File: config.mk
export PLATFORM = sky130hd
export DESIGN_NAME = luma_peaker
export DESIGN_NICKNAME = d
export VERILOG_FILES = /design/src/rtl/luma_pk_pkg.sv /design/src/rtl/luma_pk_window.sv /design/src/rtl/luma_pk_detail.sv /design/src/rtl/luma_pk_coresum.sv /design/src/rtl/luma_pk_limit.sv /design/src/rtl/luma_peaker.sv
export SDC_FILE = /design/constraint.sdc
export NUM_CORES = 1
export LEC_CHECK = 0
export ABC_AREA = 1
export BUFFER_PORTS_ARGS = -buffer_cell sky130_fd_sc_hd__buf_2
export CAP_MARGIN = 20
export CORE_ASPECT_RATIO = 0.7
export CORE_MARGIN = 4
export CORE_UTILIZATION = 29
export CTS_BUF_LIST = sky130_fd_sc_hd__clkbuf_8
export DETAILED_ROUTE_END_ITERATION = 8
export PLACE_DENSITY_LB_ADDON = 0.25
export SYNTH_ARGS = -nofsm -noshare
export SYNTH_HDL_FRONTEND = slang
export SYNTH_SLANG_ARGS = --single-unit
File: constraint.sdc
create_clock -name clk -period 5.04 [get_ports clk]
set_input_delay 0 -clock clk [delete_from_list [all_inputs] [get_ports clk]]
set_output_delay 0 -clock clk [all_outputs]
set_load 0.02 [all_outputs]
File: src/rtl/luma_pk_pkg.sv
package luma_pk_pkg;

    // cycles from the accepting edge to the edge that updates the output
    localparam int LATENCY = 5;
    // fine detail unit is 1/32 of an input LSB
    localparam int FINE_SH = 5;
    // fine units to half-LSB output units
    localparam int OUT_SH  = 4;

    typedef enum logic [1:0] {
        WT_ZERO    = 2'b00,
        WT_EIGHTH  = 2'b01,
        WT_QUARTER = 2'b10,
        WT_HALF    = 2'b11
    } wt_e;

    typedef enum logic [1:0] {
        CORE_OFF   = 2'b00,
        CORE_HALF  = 2'b01,
        CORE_3Q    = 2'b10,
        CORE_7E    = 2'b11
    } core_e;

    // coring threshold in fine units (8 fine units per 10-bit LSB)
    function automatic int unsigned core_limit(input logic [1:0] code);
        case (code)
            CORE_HALF: return 4;
            CORE_3Q:   return 6;
            CORE_7E:   return 7;
            default:   return 0;
        endcase
    endfunction

endpackage

File: src/rtl/luma_pk_window.sv
module luma_pk_window #(
    parameter int PIX_W = 8
) (
    input  logic             clk,
    input  logic             rst_n,
    input  logic             in_valid,
    input  logic [PIX_W-1:0] in_pix,
    output logic             ctr_valid,
    output logic [PIX_W-1:0] tap_m2,
    output logic [PIX_W-1:0] tap_m1,
    output logic [PIX_W-1:0] tap_c,
    output logic [PIX_W-1:0] tap_p1,
    output logic [PIX_W-1:0] tap_p2
);
    localparam int TAPS = 5;
    localparam int CTR  = TAPS / 2;

    // index 0 holds the newest sample (n+2), index TAPS-1 the oldest (n-2)
    typedef struct packed {
        logic [TAPS-1:0]            vld;
        logic [TAPS-1:0][PIX_W-1:0] pix;
    } win_t;

    win_t st_d, st_q;

    always_comb begin
        st_d = st_q;
        st_d.vld = {st_q.vld[TAPS-2:0], in_valid};
        for (int i = TAPS - 1; i > 0; i--) begin
            st_d.pix[i] = st_q.pix[i-1];
        end
        st_d.pix[0] = in_valid ? in_pix : '0;
    end

    always_ff @(posedge clk) begin
        if (!rst_n) begin
            st_q <= '0;
        end else begin
            st_q <= st_d;
        end
    end

    // a gap in the valid run marks a line edge; repeat the nearest line sample
    always_comb begin
        ctr_valid = st_q.vld[CTR];
        tap_c     = st_q.pix[CTR];
        tap_p1    = st_q.vld[CTR-1] ? st_q.pix[CTR-1] : st_q.pix[CTR];
        tap_p2    = (st_q.vld[CTR-1] && st_q.vld[CTR-2]) ? st_q.pix[CTR-2] : tap_p1;
        tap_m1    = st_q.vld[CTR+1] ? st_q.pix[CTR+1] : st_q.pix[CTR];
        tap_m2    = (st_q.vld[CTR+1] && st_q.vld[CTR+2]) ? st_q.pix[CTR+2] : tap_m1;
    end

endmodule

File: src/rtl/luma_pk_detail.sv
module luma_pk_detail
    import luma_pk_pkg::*;
#(
    parameter int PIX_W = 8,
    parameter int DET_W = PIX_W + 7
) (
    input  logic                    clk,
    input  logic                    rst_n,
    input  logic                    ctr_valid,
    input  logic [PIX_W-1:0]        tap_m2,
    input  logic [PIX_W-1:0]        tap_m1,
    input  logic [PIX_W-1:0]        tap_c,
    input  logic [PIX_W-1:0]        tap_p1,
    input  logic [PIX_W-1:0]        tap_p2,
    input  logic [1:0]              bp_wt,
    input  logic [1:0]              hp_wt,
    output logic                    det_valid,
    output logic [PIX_W-1:0]        det_ctr,
    output logic signed [DET_W-1:0] det_val
);
    localparam int S_W = PIX_W + 3;
    localparam int PAD = S_W - PIX_W;

    typedef struct packed {
        logic                    valid;
        logic [PIX_W-1:0]        ctr;
        logic signed [DET_W-1:0] det;
    } det_t;

    det_t st_d, st_q;

    // weight in fine units: 1/8 -> x4, 1/4 -> x8, 1/2 -> x16
    function automatic logic signed [DET_W-1:0] wscale(
        input logic [1:0]            code,
        input logic signed [S_W-1:0] s
    );
        logic signed [DET_W-1:0] se;
        se = DET_W'(s);
        case (code)
            WT_EIGHTH:  return se <<< 2;
            WT_QUARTER: return se <<< 3;
            WT_HALF:    return se <<< 4;
            default:    return '0;
        endcase
    endfunction

    logic signed [S_W-1:0] c_s, m1_s, m2_s, p1_s, p2_s;
    logic signed [S_W-1:0] bp_s, hp_s;

    always_comb begin
        c_s  = $signed({{PAD{1'b0}}, tap_c});
        m1_s = $signed({{PAD{1'b0}}, tap_m1});
        m2_s = $signed({{PAD{1'b0}}, tap_m2});
        p1_s = $signed({{PAD{1'b0}}, tap_p1});
        p2_s = $signed({{PAD{1'b0}}, tap_p2});
        bp_s = (c_s <<< 1) - m2_s - p2_s;
        hp_s = (c_s <<< 1) - m1_s - p1_s;

        st_d       = st_q;
        st_d.valid = ctr_valid;
        st_d.ctr   = ctr_valid ? tap_c : '0;
        st_d.det   = ctr_valid ? (wscale(bp_wt, bp_s) + wscale(hp_wt, hp_s)) : '0;
    end

    always_ff @(posedge clk) begin
        if (!rst_n) begin
            st_q <= '0;
        end else begin
            st_q <= st_d;
        end
    end

    assign det_valid = st_q.valid;
    assign det_ctr   = st_q.ctr;
    assign det_val   = st_q.det;

    // zero weights on both bands leave no detail behind
    assert_zero_weight_no_detail_R2: assert property (@(posedge clk) disable iff (!rst_n)
        (ctr_valid && bp_wt == WT_ZERO && hp_wt == WT_ZERO) |=> (det_val == '0));

endmodule

File: src/rtl/luma_pk_coresum.sv
module luma_pk_coresum
    import luma_pk_pkg::*;
#(
    parameter int PIX_W = 8,
    parameter int DET_W = PIX_W + 7,
    parameter int SUM_W = PIX_W + 8
) (
    input  logic                    clk,
    input  logic                    rst_n,
    input  logic                    det_valid,
    input  logic [PIX_W-1:0]        det_ctr,
    input  logic signed [DET_W-1:0] det_val,
    input  logic [1:0]              core_sel,
    output logic                    sum_valid,
    output logic signed [SUM_W-1:0] sum_val
);
    localparam int CPAD = SUM_W - PIX_W;

    typedef struct packed {
        logic                    valid;
        logic signed [DET_W-1:0] cored;
        logic signed [SUM_W-1:0] sum;
    } cs_t;

    cs_t st_d, st_q;

    logic signed [DET_W-1:0] mag;
    logic signed [DET_W-1:0] thr;
    logic signed [DET_W-1:0] kept;
    logic signed [SUM_W-1:0] base;

    always_comb begin
        mag  = (det_val < 0) ? -det_val : det_val;
        thr  = $signed(DET_W'(core_limit(core_sel)));
        kept = (mag <= thr) ? '0 : det_val;
        base = $signed({{CPAD{1'b0}}, det_ctr}) <<< FINE_SH;

        st_d       = st_q;
        st_d.valid = det_valid;
        st_d.cored = det_valid ? kept : '0;
        st_d.sum   = det_valid ? (base + SUM_W'(kept)) : '0;
    end

    always_ff @(posedge clk) begin
        if (!rst_n) begin
            st_q <= '0;
        end else begin
            st_q <= st_d;
        end
    end

    assign sum_valid = st_q.valid;
    assign sum_val   = st_q.sum;

    // the detail reaching the adder is either removed or taken whole
    assert_core_whole_or_zero_R5: assert property (@(posedge clk) disable iff (!rst_n)
        det_valid |=> (st_q.cored == '0 || st_q.cored == $past(det_val)));

    // with coring off the detail is never altered
    assert_core_off_transparent_R4: assert property (@(posedge clk) disable iff (!rst_n)
        (det_valid && core_sel == CORE_OFF) |=> (st_q.cored == $past(det_val)));

endmodule

File: src/rtl/luma_pk_limit.sv
module luma_pk_limit
    import luma_pk_pkg::*;
#(
    parameter int PIX_W = 8,
    parameter int SUM_W = PIX_W + 8,
    parameter int OUT_W = PIX_W + 1
) (
    input  logic                    clk,
    input  logic                    rst_n,
    input  logic                    sum_valid,
    input  logic signed [SUM_W-1:0] sum_val,
    output logic                    out_valid,
    output logic [OUT_W-1:0]        out_pix
);
    localparam logic signed [SUM_W-1:0] TOP = SUM_W'((1 << OUT_W) - 1);

    typedef struct packed {
        logic             valid;
        logic [OUT_W-1:0] pix;
    } lim_t;

    lim_t st_d, st_q;

    logic signed [SUM_W-1:0] scaled;
    logic [OUT_W-1:0]        clipped;

    always_comb begin
        scaled = sum_val >>> OUT_SH;
        if (scaled < 0) begin
            clipped = '0;
        end else if (scaled > TOP) begin
            clipped = '1;
        end else begin
            clipped = scaled[OUT_W-1:0];
        end

        st_d       = st_q;
        st_d.valid = sum_valid;
        st_d.pix   = sum_valid ? clipped : '0;
    end

    always_ff @(posedge clk) begin
        if (!rst_n) begin
            st_q <= '0;
        end else begin
            st_q <= st_d;
        end
    end

    assign out_valid = st_q.valid;
    assign out_pix   = st_q.pix;

    // a negative sum lands on the floor
    assert_clip_low_R6: assert property (@(posedge clk) disable iff (!rst_n)
        (sum_valid && sum_val < 0) |=> (out_pix == '0));

    // a sum beyond full scale lands on the ceiling
    assert_clip_high_R6: assert property (@(posedge clk) disable iff (!rst_n)
        (sum_valid && sum_val >= ((TOP + 1) <<< OUT_SH)) |=> (out_pix == '1));

endmodule

File: src/rtl/luma_peaker.sv
module luma_peaker
    import luma_pk_pkg::*;
#(
    parameter int PIX_W = 8
) (
    input  logic             clk,
    input  logic             rst_n,
    input  logic             in_valid,
    input  logic [PIX_W-1:0] in_luma,
    input  logic [1:0]       cfg_bp_wt,
    input  logic [1:0]       cfg_hp_wt,
    input  logic [1:0]       cfg_core,
    output logic             out_valid,
    output logic [PIX_W:0]   out_luma
);
    localparam int DET_W = PIX_W + 7;
    localparam int SUM_W = PIX_W + 8;
    localparam int OUT_W = PIX_W + 1;

    logic                    ctr_valid;
    logic [PIX_W-1:0]        tap_m2, tap_m1, tap_c, tap_p1, tap_p2;
    logic                    det_valid;
    logic [PIX_W-1:0]        det_ctr;
    logic signed [DET_W-1:0] det_val;
    logic                    sum_valid;
    logic signed [SUM_W-1:0] sum_val;

    luma_pk_window #(.PIX_W(PIX_W)) u_window (
        .clk       (clk),
        .rst_n     (rst_n),
        .in_valid  (in_valid),
        .in_pix    (in_luma),
        .ctr_valid (ctr_valid),
        .tap_m2    (tap_m2),
        .tap_m1    (tap_m1),
        .tap_c     (tap_c),
        .tap_p1    (tap_p1),
        .tap_p2    (tap_p2)
    );

    luma_pk_detail #(.PIX_W(PIX_W), .DET_W(DET_W)) u_detail (
        .clk       (clk),
        .rst_n     (rst_n),
        .ctr_valid (ctr_valid),
        .tap_m2    (tap_m2),
        .tap_m1    (tap_m1),
        .tap_c     (tap_c),
        .tap_p1    (tap_p1),
        .tap_p2    (tap_p2),
        .bp_wt     (cfg_bp_wt),
        .hp_wt     (cfg_hp_wt),
        .det_valid (det_valid),
        .det_ctr   (det_ctr),
        .det_val   (det_val)
    );

    luma_pk_coresum #(.PIX_W(PIX_W), .DET_W(DET_W), .SUM_W(SUM_W)) u_coresum (
        .clk       (clk),
        .rst_n     (rst_n),
        .det_valid (det_valid),
        .det_ctr   (det_ctr),
        .det_val   (det_val),
        .core_sel  (cfg_core),
        .sum_valid (sum_valid),
        .sum_val   (sum_val)
    );

    luma_pk_limit #(.PIX_W(PIX_W), .SUM_W(SUM_W), .OUT_W(OUT_W)) u_limit (
        .clk       (clk),
        .rst_n     (rst_n),
        .sum_valid (sum_valid),
        .sum_val   (sum_val),
        .out_valid (out_valid),
        .out_pix   (out_luma)
    );

    // cycles since reset, so the pipeline checks never reach back past reset
    logic [2:0] since_rst_q;
    always_ff @(posedge clk) begin
        if (!rst_n) begin
            since_rst_q <= '0;
        end else if (since_rst_q != 3'd7) begin
            since_rst_q <= since_rst_q + 3'd1;
        end
    end

    // one output per input, a fixed distance behind it
    assert_fixed_latency_R7: assert property (@(posedge clk) disable iff (!rst_n)
        (since_rst_q >= 3'(LATENCY + 1)) |-> (out_valid == $past(in_valid, LATENCY + 1)));

    // with both weights zero the sample passes through scaled by two
    assert_passthrough_R1: assert property (@(posedge clk) disable iff (!rst_n)
        (since_rst_q >= 3'(LATENCY + 1) && out_valid &&
         $past(cfg_bp_wt == WT_ZERO && cfg_hp_wt == WT_ZERO, 3))
        |-> (out_luma == {$past(in_luma, LATENCY + 1), 1'b0}));

endmodule

==> results of run 1 <==
==> flip-flops by register name, indices dropped and copies added (netlist names) <==
name and flops:
u_coresum.sum_val 12, u_detail.det_ctr 8, u_detail.det_val 13, u_limit.out_pix 9
u_limit.out_valid 1, u_window.ctr_valid 1, u_window.st_d 27, u_window.st_q 9
u_window.tap_c 8
==> worst max-delay path by stage <==
stage	start	end	slack, ns
2_1_floorplan	u_window.st_d[44]$_SDFF_PN0_	u_detail.det_val[14]$_SDFF_PN0_	0.66
3_3_place_gp	u_window.st_d[44]$_SDFF_PN0_	u_detail.det_val[14]$_SDFF_PN0_	0.26
3_5_place_dp	u_window.st_d[44]$_SDFF_PN0_	u_detail.det_val[14]$_SDFF_PN0_	0.18
4_1_cts	u_window.st_d[44]$_SDFF_PN0_	u_detail.det_val[14]$_SDFF_PN0_	0.13
5_1_grt	u_window.st_d[44]$_SDFF_PN0_	u_detail.det_val[14]$_SDFF_PN0_	-0.06
6_report	u_window.st_d[44]$_SDFF_PN0_	u_detail.det_val[14]$_SDFF_PN0_	0.30
==> metal layers <==
metal,vias to the layer above,GRT usage,share of wire,routed length [um]
met5,-,0,0,0
met1,2343,0.228,0.56,8560
li1,2817,-,-,-
met3,11,0.0292,0.066,1010
met2,156,0.199,0.37,5700
met4,0,0.0218,0.0052,80
==> layout make-up <==
cell class,count,area [um2],area share
multi-input cells,591,3450,0.518
flip-flops and latches,88,1760,0.264
inverters,162,608,0.0912
well taps,270,338,0.0507
repair buffers,47,310,0.0465
clock buffers,9,124,0.0186
clock inverters,6,70.1,0.0105
==> cells by family (layout without fill, tap and decap cells) <==
logic type | after synthesis | after routing | synth area share
buf+inv | 176 | 224 | 0.115
compound gates | 158 | 158 | 0.159
simple gates | 350 | 350 | 0.256
xor+xnor | 24 | 24 | 0.0359
fa+ha+maj | 58 | 58 | 0.132
mux | 1 | 1 | 0.00192
flops | 88 | 88 | 0.301
==> where the power goes <==
group	leakage [nW]	total, W	internal [W]	switching, W
registers	0.712	0.000716	0.000705	0.0000103
clock network	0.0990	0.000503	0.000231	0.000271
logic	2.75	0.000755	0.000277	0.000478
==> through the flow <==
stage / setup TNS, ns / total power, W
4_1_cts: 0 / 0.00197
2_1_floorplan: 0 / 0.00130
6_report: 0 / 0.00197
3_3_place_gp: 0 / 0.00146
5_1_grt: -0.0637 / 0.00213
3_5_place_dp: 0 / 0.00145
==> what timing repair did <==
action / CTS / global route
endpoints found under the hold margin: 9 / 0
setup buffers: 0 / 1
setup endpoints to repair: 0 / 3
gates resized for setup: 0 / 14
hold buffers: 9 / 0
==> layout by cell type (no fill, tap or decap), types with 7 or more instances in the layout <==
master	n
nor3_1	12
xnor2_1	10
dfxtp_1	87
inv_1	160
nor2_1	65
a21oi_2	8
buf_4	12
xor2_1	13
a21oi_1	50
nand3_1	38
ha_1	50
buf_2	26
clkbuf_8	9
dlygate4sd3_1	9
o21ai_0	58
nand2_1	201
nand4_1	7
o221ai_1	11
==> worst register-to-register path, delay by kind of cell (launching register included) <==
kind / cells / cell delay [ns]
adder cells (fa/ha/maj): 3 / 1.11
XOR/XNOR: 2 / 0.25
buffers and inverters: 4 / 0.44
AND/OR/NAND/NOR: 15 / 1.65
flip-flops: 1 / 0.39
AO/OA/AOI/OAI: 5 / 0.80
==> impl_metrics.tcl, run 1 <==
set metrics [dict create \
    fp.dieH_um 127 \
    path_depth 29 \
    yosysTopAreaCell "dfxtp_1" \
    crit_slowest_cell "dfxtp_2" \
    die-area_um2 22600 \
    whs_path_depth 4 \
    p_per_area_nw_per_um2 296 \
    clock-root-buffer "clkbuf_8" \
    cp.required_ns 5.30 \
    ys_seq_area_frac 0.301 \
    r2r_slack_ns 0.30 \
    synth_common_cells "202 x nand2_1, 159 x inv_1, 88 x dfxtp_1" \
    crit_fanout 10 \
    drt_iter0_markers 472 \
    min_period_ns 4.74 \
    fmax_mhz 211 \
    coreArea_um2 19800 \
    cp_num_buf_inv 4 \
    end_kind "flop" \
    drt_pre_antenna_iters 5 \
    critPathKind "flop to flop" \
    final_cells 1173 \
    io_buffers 26 \
    drive_above_1_share 0.105 \
    report.final.slew_viol_count 0 \
    hold_start "rst_n" \
    syn_avg_cell_area_um2 6.85 \
    cts.path.max_buffers 2 \
    overflow 0 \
    syn_area_um2 5850 \
    setup_slack_ns 0.302 \
    die_w_um 178 \
    numCtsBuffers 9 \
    synthCells 855 \
    ant_nets 0 \
    rows 43 \
    n_fill_cell 2204 \
    path_clk_slew_ns 0.10 \
    ir_worst_vdd_uv 133 \
    initial_core_util 0.296 \
    post-route-period-util 0.940 \
    fin_nets 974 \
    p_leak_nw 3.56 \
    drc 0 \
    grtUsageTotal 0.143 \
    gp_congestion 0.901 \
    crit_top_cell "nand2_1" \
    area_growth_pct 13.9 \
    fin_skew_ns 0.0129 \
    worst_pin_slew_ns 0.589 \
    synth_edf_count 0 \
    ys_types 47 \
    antenna_cells 0 \
    hold_slack_ns 0.165 \
    crit_family "simple AND/OR/NAND/NOR gates" \
    synth.top_cell.area_share 0.301 \
    grt_pass1_wl_um 25800 \
    startpoint_type "flop" \
    ys_warn_count 0 \
    finalInstanceArea_um2 6670 \
    wl_per_cell_um 13.1 \
    place_area_um2 6340 \
    final_util 0.337 \
    dp_hpwl_um 12600 \
    cts.sinks 88 \
    hold_violations 0 \
    clkLatencyLatePin_ns 0.36 \
    synthArstFlopShare 0 \
    reg2reg_to "u_detail.det_val[14]$_SDFF_PN0_" \
    cts_tree "done" \
    synth_nets 930 \
    num_vias 5327 \
    relSlewSlack 0.606 \
    cts_max_level 3 \
    status "finished, final reports clean" \
    finalSetupViolations 0 \
    place_inst 1148 \
    first_global_vias 4988 \
    slowest_delay_ns 0.39 \
    r2r-start "u_window.st_d[44]$_SDFF_PN0_" \
    worstHoldEndpoint "u_window.st_q[32]$_SDFF_PN0_" \
    ios 27 \
    synth-main-ff-cell "dfxtp_1" \
    ff2ff_path_depth 29 \
    synth_most_common_cell "nand2_1" \
    worstPathArrival_ns 5.00 \
    grt_max_degree 39 \
    place_ws_ns 0.177 \
    via_per_inst 4.54 \
    drt_wl_total_um 15400 \
    grt_antenna_before_repair 0 \
    synth_seq_cells 88 \
    ys_top_cells_by_area "dfxtp_1 30%, nand2_1 13%, ha_1 11%" \
    max_cap_viol_count 0 \
    worstHoldPathType "input pin to flop" \
]
(Power assumes the default switching activity.)
==> run 2, diff against run 1 <==
--- a/config.mk
+++ b/config.mk
@@ -14,4 +14,5 @@
 export CTS_BUF_LIST = sky130_fd_sc_hd__clkbuf_8
 export DETAILED_ROUTE_END_ITERATION = 8
+export GPL_TIMING_DRIVEN = 0
 export PLACE_DENSITY_LB_ADDON = 0.25
 export SYNTH_ARGS = -nofsm -noshare
==> constraint.sdc (replaced) <==
create_clock -name clk -period 5.04 [get_ports clk]
set_input_delay 0.252 -clock clk [delete_from_list [all_inputs] [get_ports clk]]
set_output_delay 0.252 -clock clk [all_outputs]
set_load 0.02 [all_outputs]
==> run 2 against run 1 <==
  * Critical path depth shrank 3
  * Sequential share of layout area grew 0.23 points
  * Non-clock buffer count shrank 5
  * Wire length shrank 3.7%
  * Critical path type unchanged
  * Critical endpoint unchanged
==> impl_metrics.tcl, run 2 (synthesized netlist as in run 1, its figures left out) <==
set metrics [dict create \
    crit_fanout 10 \
    grt_pass1_wl_um 24600 \
    fin_nets 969 \
    post-route-period-util 0.951 \
    via_per_inst 4.51 \
    finalSetupViolations 0 \
    worst_pin_slew_ns 0.667 \
    clkLatencyLatePin_ns 0.37 \
    grt_max_degree 17 \
    cp.required_ns 5.31 \
    ios 27 \
    drt_iter0_markers 336 \
    drive_above_1_share 0.113 \
    min_period_ns 4.79 \
    final_util 0.335 \
    final_common_cell "nand2_1" \
    area_growth_pct 13.4 \
    clock-root-buffer "clkbuf_8" \
    finalInstanceArea_um2 6640 \
    initial_core_util 0.296 \
    path_clk_slew_ns 0.10 \
    postCtsHoldBufs 0 \
    io_buffers 26 \
    cts_max_level 3 \
    worstPathArrival_ns 5.06 \
    grtUsageTotal 0.136 \
    dp_hpwl_um 12200 \
    overflow 0 \
    fin_setup_tns_ns 0 \
    largest_reg_flops 27 \
    antenna_cells 0 \
    p_leak_nw 3.53 \
    wl_per_cell_um 12.7 \
    cts.sinks 88 \
    die-area_um2 22600 \
    power_w 0.00200 \
    hold_violations 0 \
    coreArea_um2 19800 \
    report.final.slew_viol_count 0 \
    ant_nets 0 \
    gp_congestion 0.880 \
    critPathKind "flop to flop" \
    relSlewSlack 0.551 \
    numCtsBuffers 9 \
    worstHoldPathType "input pin to flop" \
    cts_tree "done" \
    drt_pre_antenna_iters 5 \
    cts.path.max_buffers 2 \
    die_w_um 178 \
    p_per_area_nw_per_um2 301 \
    fp.dieH_um 127 \
    end_kind "flop" \
    fmax_mhz 209 \
    place_area_um2 6320 \
    drt_wl_total_um 14800 \
    fin_skew_ns 0.0133 \
    max_cap_viol_count 0 \
    startpoint_type "flop" \
    drc 0 \
    ir_worst_vdd_uv 126 \
    grt_antenna_before_repair 0 \
    num_vias 5270 \
    final_cell_mix "202 x nand2_1, 158 x inv_1, 85 x dfxtp_1, 64 x nor2_1, 56 x o21ai_0" \
    status "finished, final reports clean" \
    rows 43 \
    first_global_vias 4845 \
]
[run 2: cell count changes in the layout (fill, tap and decap cells not counted), sizes merged]
cell,delta
dlygate4sd3,-9
clkbuf,+7
buf,-3
clkinv,+2
clkinvlp,-1
[run 2: metal layers]
metal,part of all wire,up-vias,wire length [um],global-route usage
met5,0,-,0,0
met4,0.0070,0,103,0.0241
met3,0.066,13,980,0.0322
met2,0.38,126,5610,0.192
met1,0.55,2321,8100,0.211
li1,-,2810,-,-
[run 2: path summary, 6_finish.rpt]
kind	depth (start not counted)	from	to	slack (ns)
max	26	u_window.st_d[44]$_SDFF_PN0_	u_detail.det_val[14]$_SDFF_PN0_	0.25
min	3	in_luma[5]	u_window.st_d[13]$_SDFF_PN0_	0.08
max reg2reg	26	u_window.st_d[44]$_SDFF_PN0_	u_detail.det_val[14]$_SDFF_PN0_	0.25
min reg2reg	2	u_window.st_d[16]$_SDFF_PN0_	u_window.tap_c[0]$_SDFF_PN0_	0.42
[run 2: power breakdown]
group	total [W]	switching, W	internal, W	leakage (nW)
Sequential	0.000713	0.00000812	0.000705	0.714
Combinational	0.000770	0.000484	0.000286	2.71
Clock	0.000517	0.000281	0.000236	0.106
[run 2: layout make-up]
cell class | count | area [um2]
sequential | 88 | 1770
inverter | 162 | 608
tap | 270 | 338
fill | 2245 | 13200
multi-input combinational | 591 | 3500
buffer | 14 | 77.6
timing repair buffer | 28 | 145
clock buffer | 9 | 124
clock inverter | 7 | 77.6
[run 2: worst max-delay path: stages, from the launching register on]
cell and delay [ns]:
dfxtp_4 0.40, nand2_2 0.15, clkbuf_4 0.23, o21ai_0 0.34, ha_1 0.39, a21oi_2 0.22, o21ai_2 0.10, a21oi_2 0.13
xor2_1 0.18, ha_1 0.29, nand2_1 0.09, inv_1 0.04, nand2_1 0.05, nand2_1 0.05, a21oi_2 0.12, inv_1 0.06
or2_1 0.25, nand3_1 0.08, o211ai_1 0.16, ha_2 0.43, nand2_1 0.10, nor4_1 0.31, nand2_1 0.11, o311ai_2 0.12
nand3_1 0.11, nand2_1 0.11, nor2_4 0.06
[run 2: timing repair]
item | CTS | global route
buffers inserted | 0 | 2
pin swaps | 0 | 3
setup endpoints to repair | 3 | 5
gates resized for setup | 9 | 32
[run 2: metrics by stage]
stage / hold slack (ns) / std cells / setup slack, ns
global route: 0.0755 / 1169 / -0.0599
floorplan: 0.364 / 855 / 0.660
global placement: 0.413 / 1151 / -0.507
CTS: 0.0621 / 1167 / 0.00887
finish: 0.0823 / 1169 / 0.249
detailed placement: 0.415 / 1151 / -0.515
